==> src/rtl/sfb_pkg.sv <==
package sfb_pkg;
  typedef enum logic [2:0] {
    CLS_ALU_RR = 3'd0,
    CLS_ALU_RI = 3'd1,
    CLS_UPPER  = 3'd2,
    CLS_LOAD   = 3'd3,
    CLS_STORE  = 3'd4,
    CLS_BRANCH = 3'd5,
    CLS_JUMP   = 3'd6,
    CLS_OTHER  = 3'd7
  } cls_e;

  localparam int unsigned LEN_HALF = 2;
  localparam int unsigned LEN_FULL = 4;
endpackage

==> src/rtl/sfb_elig.sv <==
module sfb_elig
  import sfb_pkg::*;
#(
  parameter int unsigned XLEN     = 32,
  parameter int unsigned OFF_W    = 13,
  parameter bit          EN_UPPER = 1'b1
) (
  input  logic             dis,
  input  logic             a_vld,
  input  logic [2:0]       a_cls,
  input  logic [XLEN-1:0]  a_pc,
  input  logic [OFF_W-1:0] a_off,
  input  logic             a_c,
  input  logic             b_vld,
  input  logic [XLEN-1:0]  b_pc,
  input  logic [2:0]       b_cls,
  input  logic             b_c,
  output logic             pair
);
  logic             shadow_ok;
  logic [OFF_W-1:0] need_off;
  logic [XLEN-1:0]  next_pc;

  generate
    if (EN_UPPER) begin : g_upper
      always_comb shadow_ok = (b_cls == CLS_ALU_RR) || (b_cls == CLS_ALU_RI) ||
                              (b_cls == CLS_UPPER);
    end else begin : g_no_upper
      always_comb shadow_ok = (b_cls == CLS_ALU_RR) || (b_cls == CLS_ALU_RI);
    end
  endgenerate

  always_comb begin
    need_off = b_c ? OFF_W'(LEN_HALF) : OFF_W'(LEN_FULL);
    next_pc  = a_pc + (a_c ? XLEN'(LEN_HALF) : XLEN'(LEN_FULL));
    pair     = !dis && a_vld && (a_cls == CLS_BRANCH) && b_vld && shadow_ok &&
               (a_off == need_off) && (b_pc == next_pc);
  end
endmodule

==> src/rtl/sfb_wb_reg.sv <==
module sfb_wb_reg #(
  parameter int unsigned XLEN = 32,
  parameter int unsigned RA_W = 5
) (
  input  logic            clk,
  input  logic            rst_n,
  input  logic            vld,
  input  logic            we,
  input  logic            kill,
  input  logic [RA_W-1:0] rd,
  input  logic [XLEN-1:0] data,
  output logic            we_q,
  output logic [RA_W-1:0] rd_q,
  output logic [XLEN-1:0] data_q
);
  logic we_d;
  logic ld_en;

  always_comb begin
    we_d  = vld && we && !kill;
    ld_en = vld;
  end

  always_ff @(posedge clk or negedge rst_n) begin
    if (!rst_n) we_q <= 1'b0;
    else        we_q <= we_d;
  end

  always_ff @(posedge clk) begin
    if (ld_en) begin
      rd_q   <= rd;
      data_q <= data;
    end
  end
endmodule

==> src/rtl/sfb_pair_ctrl.sv <==
module sfb_pair_ctrl
  import sfb_pkg::*;
#(
  parameter int unsigned XLEN     = 32,
  parameter int unsigned OFF_W    = 13,
  parameter int unsigned RA_W     = 5,
  parameter bit          EN_UPPER = 1'b1
) (
  input  logic             clk,
  input  logic             rst_n,
  input  logic             pair_dis,
  input  logic             br_taken,
  input  logic             a_vld,
  input  logic [XLEN-1:0]  a_pc,
  input  logic [2:0]       a_cls,
  input  logic [OFF_W-1:0] a_off,
  input  logic             a_c,
  input  logic [RA_W-1:0]  a_rd,
  input  logic             a_we,
  input  logic [XLEN-1:0]  a_res,
  input  logic             b_vld,
  input  logic [XLEN-1:0]  b_pc,
  input  logic [2:0]       b_cls,
  input  logic             b_c,
  input  logic [RA_W-1:0]  b_rd,
  input  logic             b_we,
  input  logic [XLEN-1:0]  b_res,
  output logic             wa_we,
  output logic [RA_W-1:0]  wa_rd,
  output logic [XLEN-1:0]  wa_data,
  output logic             wb_we,
  output logic [RA_W-1:0]  wb_rd,
  output logic [XLEN-1:0]  wb_data,
  output logic             redirect,
  output logic [XLEN-1:0]  redirect_pc
);
  localparam int unsigned NSLOT = 2;
  localparam int unsigned EXT_W = XLEN - OFF_W;

  logic pair;
  logic a_br;
  logic redir_d;
  logic [XLEN-1:0] tgt_d;

  logic [NSLOT-1:0] s_vld, s_we, s_kill, s_we_q;
  logic [RA_W-1:0]  s_rd   [NSLOT];
  logic [XLEN-1:0]  s_dat  [NSLOT];
  logic [RA_W-1:0]  s_rd_q [NSLOT];
  logic [XLEN-1:0]  s_dat_q[NSLOT];

  sfb_elig #(.XLEN(XLEN), .OFF_W(OFF_W), .EN_UPPER(EN_UPPER)) u_elig (
    .dis(pair_dis), .a_vld(a_vld), .a_cls(a_cls), .a_pc(a_pc), .a_off(a_off),
    .a_c(a_c), .b_vld(b_vld), .b_pc(b_pc), .b_cls(b_cls), .b_c(b_c), .pair(pair)
  );

  // Next-state for the control path
  always_comb begin
    a_br    = a_vld && (a_cls == CLS_BRANCH);
    redir_d = a_br && br_taken && !pair;
    tgt_d   = a_pc + {{EXT_W{a_off[OFF_W-1]}}, a_off};
    s_vld   = {b_vld, a_vld};
    s_we    = {b_we, a_we};
    s_kill  = {a_br && br_taken, a_cls == CLS_BRANCH};
    s_rd[0] = a_rd;  s_dat[0] = a_res;
    s_rd[1] = b_rd;  s_dat[1] = b_res;
  end

  generate
    for (genvar i = 0; i < NSLOT; i++) begin : g_slot
      sfb_wb_reg #(.XLEN(XLEN), .RA_W(RA_W)) u_wb (
        .clk(clk), .rst_n(rst_n), .vld(s_vld[i]), .we(s_we[i]), .kill(s_kill[i]),
        .rd(s_rd[i]), .data(s_dat[i]),
        .we_q(s_we_q[i]), .rd_q(s_rd_q[i]), .data_q(s_dat_q[i])
      );
    end
  endgenerate

  // Control registers
  always_ff @(posedge clk or negedge rst_n) begin
    if (!rst_n) redirect <= 1'b0;
    else        redirect <= redir_d;
  end

  always_ff @(posedge clk) begin
    if (redir_d) redirect_pc <= tgt_d;
  end

  always_comb begin
    wa_we   = s_we_q[0];
    wa_rd   = s_rd_q[0];
    wa_data = s_dat_q[0];
    wb_we   = s_we_q[1];
    wb_rd   = s_rd_q[1];
    wb_data = s_dat_q[1];
  end

  AST_PAIR_NO_REDIRECT: assert property (@(posedge clk) disable iff (!rst_n)
    pair |=> !redirect);
  AST_TAKEN_KILLS_SHADOW: assert property (@(posedge clk) disable iff (!rst_n)
    (a_br && br_taken) |=> !wb_we);
  AST_NOT_TAKEN_KEEPS_SHADOW: assert property (@(posedge clk) disable iff (!rst_n)
    (a_br && !br_taken && b_vld && b_we) |=> wb_we);
  AST_DISABLE_FORCES_REDIRECT: assert property (@(posedge clk) disable iff (!rst_n)
    (pair_dis && a_br && br_taken) |=> redirect);
  AST_BAD_SHADOW_REDIRECT: assert property (@(posedge clk) disable iff (!rst_n)
    (a_br && br_taken && b_vld && (b_cls == CLS_LOAD || b_cls == CLS_STORE)) |=> redirect);
  AST_REDIRECT_FROM_BRANCH: assert property (@(posedge clk) disable iff (!rst_n)
    redirect |-> $past(a_vld && a_cls == CLS_BRANCH && br_taken));
endmodule

==> config.mk <==
export PLATFORM = sky130hd
export DESIGN_NAME = sfb_pair_ctrl
export DESIGN_NICKNAME = d
export VERILOG_FILES = /design/src/rtl/sfb_pkg.sv /design/src/rtl/sfb_elig.sv /design/src/rtl/sfb_wb_reg.sv /design/src/rtl/sfb_pair_ctrl.sv
export SDC_FILE = /design/constraint.sdc
export NUM_CORES = 1
export LEC_CHECK = 0
export BUFFER_PORTS_ARGS = -buffer_cell sky130_fd_sc_hd__buf_2
export CAP_MARGIN = 20
export CORE_ASPECT_RATIO = 0.6
export CORE_MARGIN = 2
export CORE_UTILIZATION = 49
export CTS_CLUSTER_DIAMETER = 200
export DETAILED_ROUTE_END_ITERATION = 8
export PLACE_DENSITY = 0.8
export SLEW_MARGIN = 15
export SYNTH_ARGS = -nofsm -noshare
export SYNTH_HDL_FRONTEND = slang
export SYNTH_HIERARCHICAL = 1
export SYNTH_SLANG_ARGS = --single-unit
==> constraint.sdc <==
create_clock -name clk -period 0.8 [get_ports clk]
set_input_delay 0.04 -clock clk [delete_from_list [all_inputs] [get_ports clk]]
set_output_delay 0.04 -clock clk [all_outputs]
set_load 0.02 [all_outputs]
==> flow_summary.yaml, run 1 <==
outcome:
  outcome: "aborted with a tool error"
  lastStage: "global routing (5_1_grt)"
  error: "[ERROR GRT-0232] Routing congestion too high. Check the congestion heatmap in the GUI."
clocking:
  root_buffer: "clkbuf_16"
  cts_made_buffers: 9
  cts_max_path_buffers: 2
  h-tree-depth: 3
  cts_sinks: 109
global_routing:
  antenna_found_initial: 5
  grt_use_total_pct: 81.7
  grt_max_degree: 40
  grt_overflow_total: 151
die:
  die_w_um: 155
  die_y_um: 94.8
  rows: 33
  io-pin-count: 276
  initial_core_util_pct: 49.7
logic_synthesis:
  ys_seq_area_share_pct: 48.4
  yosys_most_used_dff: "edfxtp_1"
  synth.avg_cell_area_um2: 11.5
  synth_edf_count: 106
  synth_area_um2: 6740
  async_reset_ff_share_pct: 2.75
  ys_warn_count: 6
  synth.distinct_cells: 86
  syn_inst: 585
  synth_fp_nets: 787
  ys_ff_latch: 109
placed_design:
  place_congestion: 0.947
  placed_area_um2: 10200
  portBuffers: 275
  hpwl_um: 19100
timing:
  endpoint_type: "register input"
  grt-worst-endpoint: "redirect_pc[13]$_DFFE_PP_/DE"
## cell usage after synthesis (all sizes together) (9+ instances only)
| cell | count | area (µm²) |
|---|---|---|
| a21o | 16 | 121 |
| a21oi | 35 | 175 |
| edfxtp | 106 | 3180 |
| ha | 33 | 413 |
| inv | 21 | 78.8 |
| nand2 | 33 | 124 |
| nand2b | 9 | 56.3 |
| nand3 | 18 | 103 |
| nand4 | 19 | 155 |
| nor2 | 34 | 128 |
| nor3 | 12 | 60.1 |
| nor4 | 9 | 86.3 |
| o21ai | 21 | 105 |
| xnor2 | 33 | 289 |
| xor2 | 25 | 219 |
## kinds of logic after synthesis
| group | share of synthesized area [%] |
|---|---|
| and+or+nand+nor | 17.2 |
| adders and majority gates | 6.72 |
| muxes | 1.39 |
| buffers and inverters | 2.62 |
| DFF | 48.4 |
| AOI/OAI and AO/OA | 16.1 |
| xor gates and xnor gates | 7.54 |
## layer usage
| layer | global-route usage, % | GRT overflow |
|---|---|---|
| met5 | 23.1 | 0 |
| met4 | 89.8 | 65 |
| met3 | 65.9 | 0 |
| met2 | 99.0 | 85 |
| met1 | 80.2 | 1 |
## per-stage QoR
stage | hold WS, ps | TNS [ps] | setup slack (ps) | cells | utilization (%)
global placement | -161 | -129370 | -2490 | 1239 | 75.3
CTS | 21.1 | -100290 | -1900 | 1351 | 89.2
floorplan | -256 | -92110 | -2080 | 585 | -
detailed placement | -157 | -131670 | -2530 | 1239 | 75.3
## timing repair
action / 4_1_cts
pin swaps: 42
hold endpoints to repair: 79
buffers inserted: 17
resized for setup: 176
setup endpoints to repair: 173
cloned: 3
hold buffers: 77
==> run 2: changes to the inputs <==
- CORE_ASPECT_RATIO: 0.6 -> unset
- CORE_UTILIZATION: 49 -> 40
- CTS_CLUSTER_DIAMETER: 200 -> unset
- PLACE_DENSITY: 0.8 -> unset
- PLACE_DENSITY_LB_ADDON: unset -> 0.15
==> flow_summary.yaml, run 2 <==
setup_path:
  path_max_fanout: 8
  slowest_delay_ps: 360
  worst_ep_required_time_ps: 800
  cp_cell_sequence: "buf_8 -> ha_4 -> inv_2 -> fa_2 -> and4b_2 -> nand4_4 -> buf_4 -> or3_1 -> and3b_1 -> o21ai_1 -> a22o_1 -> a2111oi_4 -> buf_6 -> nor2b_4"
  end_kind: "flop"
  cp-start-kind: "primary input"
  slowest_stage: "or3_1"
  arrival_ps: 2720
  critPathKind: "in2reg"
placed_design:
  place_congestion: 0.886
  placed_area_um2: 10100
  hpwl_um: 18500
  portBuffers: 275
timing:
  rsz0062_at_grt: "yes"
  max-slew-margin-rel_pct: 61.9
  fmax_ghz: 0.369
  worst_slack_ps: -1910
  period_needed_ps: 2710
  setup_violations: 173
  setup_tns_ps: -103060
  hold_viol: 0
  worstMarginPinSlew_ps: 567
  drv_slew: 0
  fin_crit_sh_pct: 339
logic_synthesis:
  netlist_top_cells_area: "edfxtp_1 47%, ha_1 6.1%, xnor2_1 4.3%, xor2_1 3.3%, a21oi_1 2.6%"
  synth_area_um2: 6740
  yosys_most_used_dff: "edfxtp_1"
  synth.top_cell.area_share_pct: 47.3
  synth.distinct_cells: 86
  synth.most_common_cell: "edfxtp_1"
  async_reset_ff_share_pct: 2.75
  synth.avg_cell_area_um2: 11.5
  ys_warn_count: 6
  synthTopCellsByCount: "106 x edfxtp_1, 35 x a21oi_1, 34 x nor2_1"
  syn_inst: 585
  yosysTopAreaCell: "edfxtp_1"
  ys_ff_latch: 109
  synth_edf_count: 106
  ys_seq_area_share_pct: 48.4
  synth_fp_nets: 787
power:
  power_mw: 18.0
  ir_drop_mv: 1.20
  leakage_nw: 5.38
  powerDensity_nw_per_um2: 1430
detailed_routing:
  drc: 0
  first_pass_iters: 5
  via_per_inst: 5.44
  num_vias: 7542
  avgRoutedWirePerCell_um: 21.3
  drt_iter0_drc: 472
  wl_um: 29500
  ant_nets: 0
die:
  die_y_um: 134
  initial_core_util_pct: 40.8
  die_w_um: 134
  die_area_um2: 17900
  core_um2: 16500
  io-pin-count: 276
  rows: 47
finish:
  syn_to_final_growth_pct: 87.1
  mostFrequentLayoutCells: "185 x buf_4, 175 x buf_2, 126 x buf_6"
  reg_top3: "g_slot.u_wb/data_q x64, redirect_pc x32, g_slot.u_wb/rd_q x10"
  layout-drive-gt1-share_pct: 54.5
  largest_reg_flops: 64
  layout_commonest_cell: "buf_4"
  top_register: "g_slot.u_wb/data_q"
  design_area_um2: 12600
  postLayoutCoreUtil_pct: 76.3
  nets: 1361
global_routing:
  grt_max_degree: 40
  grt_pass1_vias: 7534
  grt_pass1_wl_um: 41000
  antenna_found_initial: 3
  grt_overflow_total: 0
  grt_use_total_pct: 29.2
clocking:
  cts_sinks: 109
  cts_made_buffers: 9
  cts_max_path_buffers: 2
  cts_tree: "done"
  clk_pin_slew_ps: 80
  h-tree-depth: 3
  root_buffer: "clkbuf_16"
hold_path:
  hold_class: "in2async"
outcome:
  outcome: "complete, but fails checks"
  violations: "negative setup slack"
flow_run:
  max_cap_violations: 0
==> run 2: cell counts after synthesis <==
No cell type changed its count.
==> run 2: final cells by class <==
type	count	area (µm²)
Antenna cell	2	5.00
Clock buffer	9	225
Clock inverter	7	83.8
Fill cell	1020	3920
Inverter	21	81.3
Multi-Input combinational cell	447	4090
Sequential cell	109	3260
Tap cell	220	275
Timing Repair Buffer	571	4590
==> run 2: worst max path at each step <==
stage,cells after the start,slack (ps),to,start
after floorplan,12,-2080,redirect_pc[0]$_DFFE_PP_,a_pc[1]
after global routing,14,-1950,redirect_pc[9]$_DFFE_PP_,a_c
after global placement,10,-2550,redirect_pc[1]$_DFFE_PP_,a_cls[1]
after detailed placement,13,-2540,redirect_pc[4]$_DFFE_PP_,a_pc[1]
final,14,-1910,redirect_pc[9]$_DFFE_PP_,a_c
after CTS,14,-1840,redirect_pc[9]$_DFFE_PP_,a_pc[1]
==> run 2: power breakdown <==
part	switching, mW	internal [mW]	total, mW
clock network	2.18	2.48	4.66
registers	0.206	6.75	6.95
logic	3.17	3.26	6.43
total	5.55	12.5	18.0
==> run 2: per-stage QoR <==
| stage | cells | setup slack [ps] | hold WS [ps] |
|---|---|---|---|
| after global placement | 1265 | -2550 | -160 |
| after CTS | 1374 | -1840 | 33.8 |
| final | 1386 | -1910 | 74.0 |
| after floorplan | 585 | -2080 | -256 |
| after global routing | 1386 | -1950 | 73.1 |
| after detailed placement | 1265 | -2540 | -162 |
==> run 2: cell families (layout without fill, tap and decap cells) <==
| family | after synthesis | after routing | synth area share (%) |
|---|---|---|---|
| XOR/XNOR | 58 | 58 | 7.54 |
| buffers and inverters | 33 | 608 | 2.62 |
| adder cells (fa/ha/maj) | 35 | 35 | 6.72 |
| AND/OR/NAND/NOR | 191 | 195 | 17.2 |
| AO/OA/AOI/OAI | 150 | 150 | 16.1 |
| multiplexers | 9 | 9 | 1.39 |
| other | 0 | 2 | 0 |
| flip-flops | 109 | 109 | 48.4 |
==> run 2: per-layer routing <==
layer	wire length (µm)	track usage, %
met1	11100	34.9
met2	15100	53.3
met3	2120	4.46
met4	1230	10.5
met5	29	0
==> run 2: repair_timing <==
| item | in CTS | in global routing |
|---|---|---|
| resized for setup | 191 | 134 |
| setup endpoints to repair | 173 | 173 |
| gates cloned | 4 | 1 |
| endpoints found under the hold margin | 79 | 0 |
| buffers inserted | 14 | 13 |
| hold buffers | 77 | 0 |
| pin swaps | 41 | 29 |
==> run 2: critical path: cells and delay by family <==
kind / cells / cell delay (ps)
simple gates: 5 / 1310
buf+inv: 4 / 480
fa+ha+maj: 2 / 480
compound gates: 3 / 400
No activity file was read; power rests on OpenSTA's default activity.
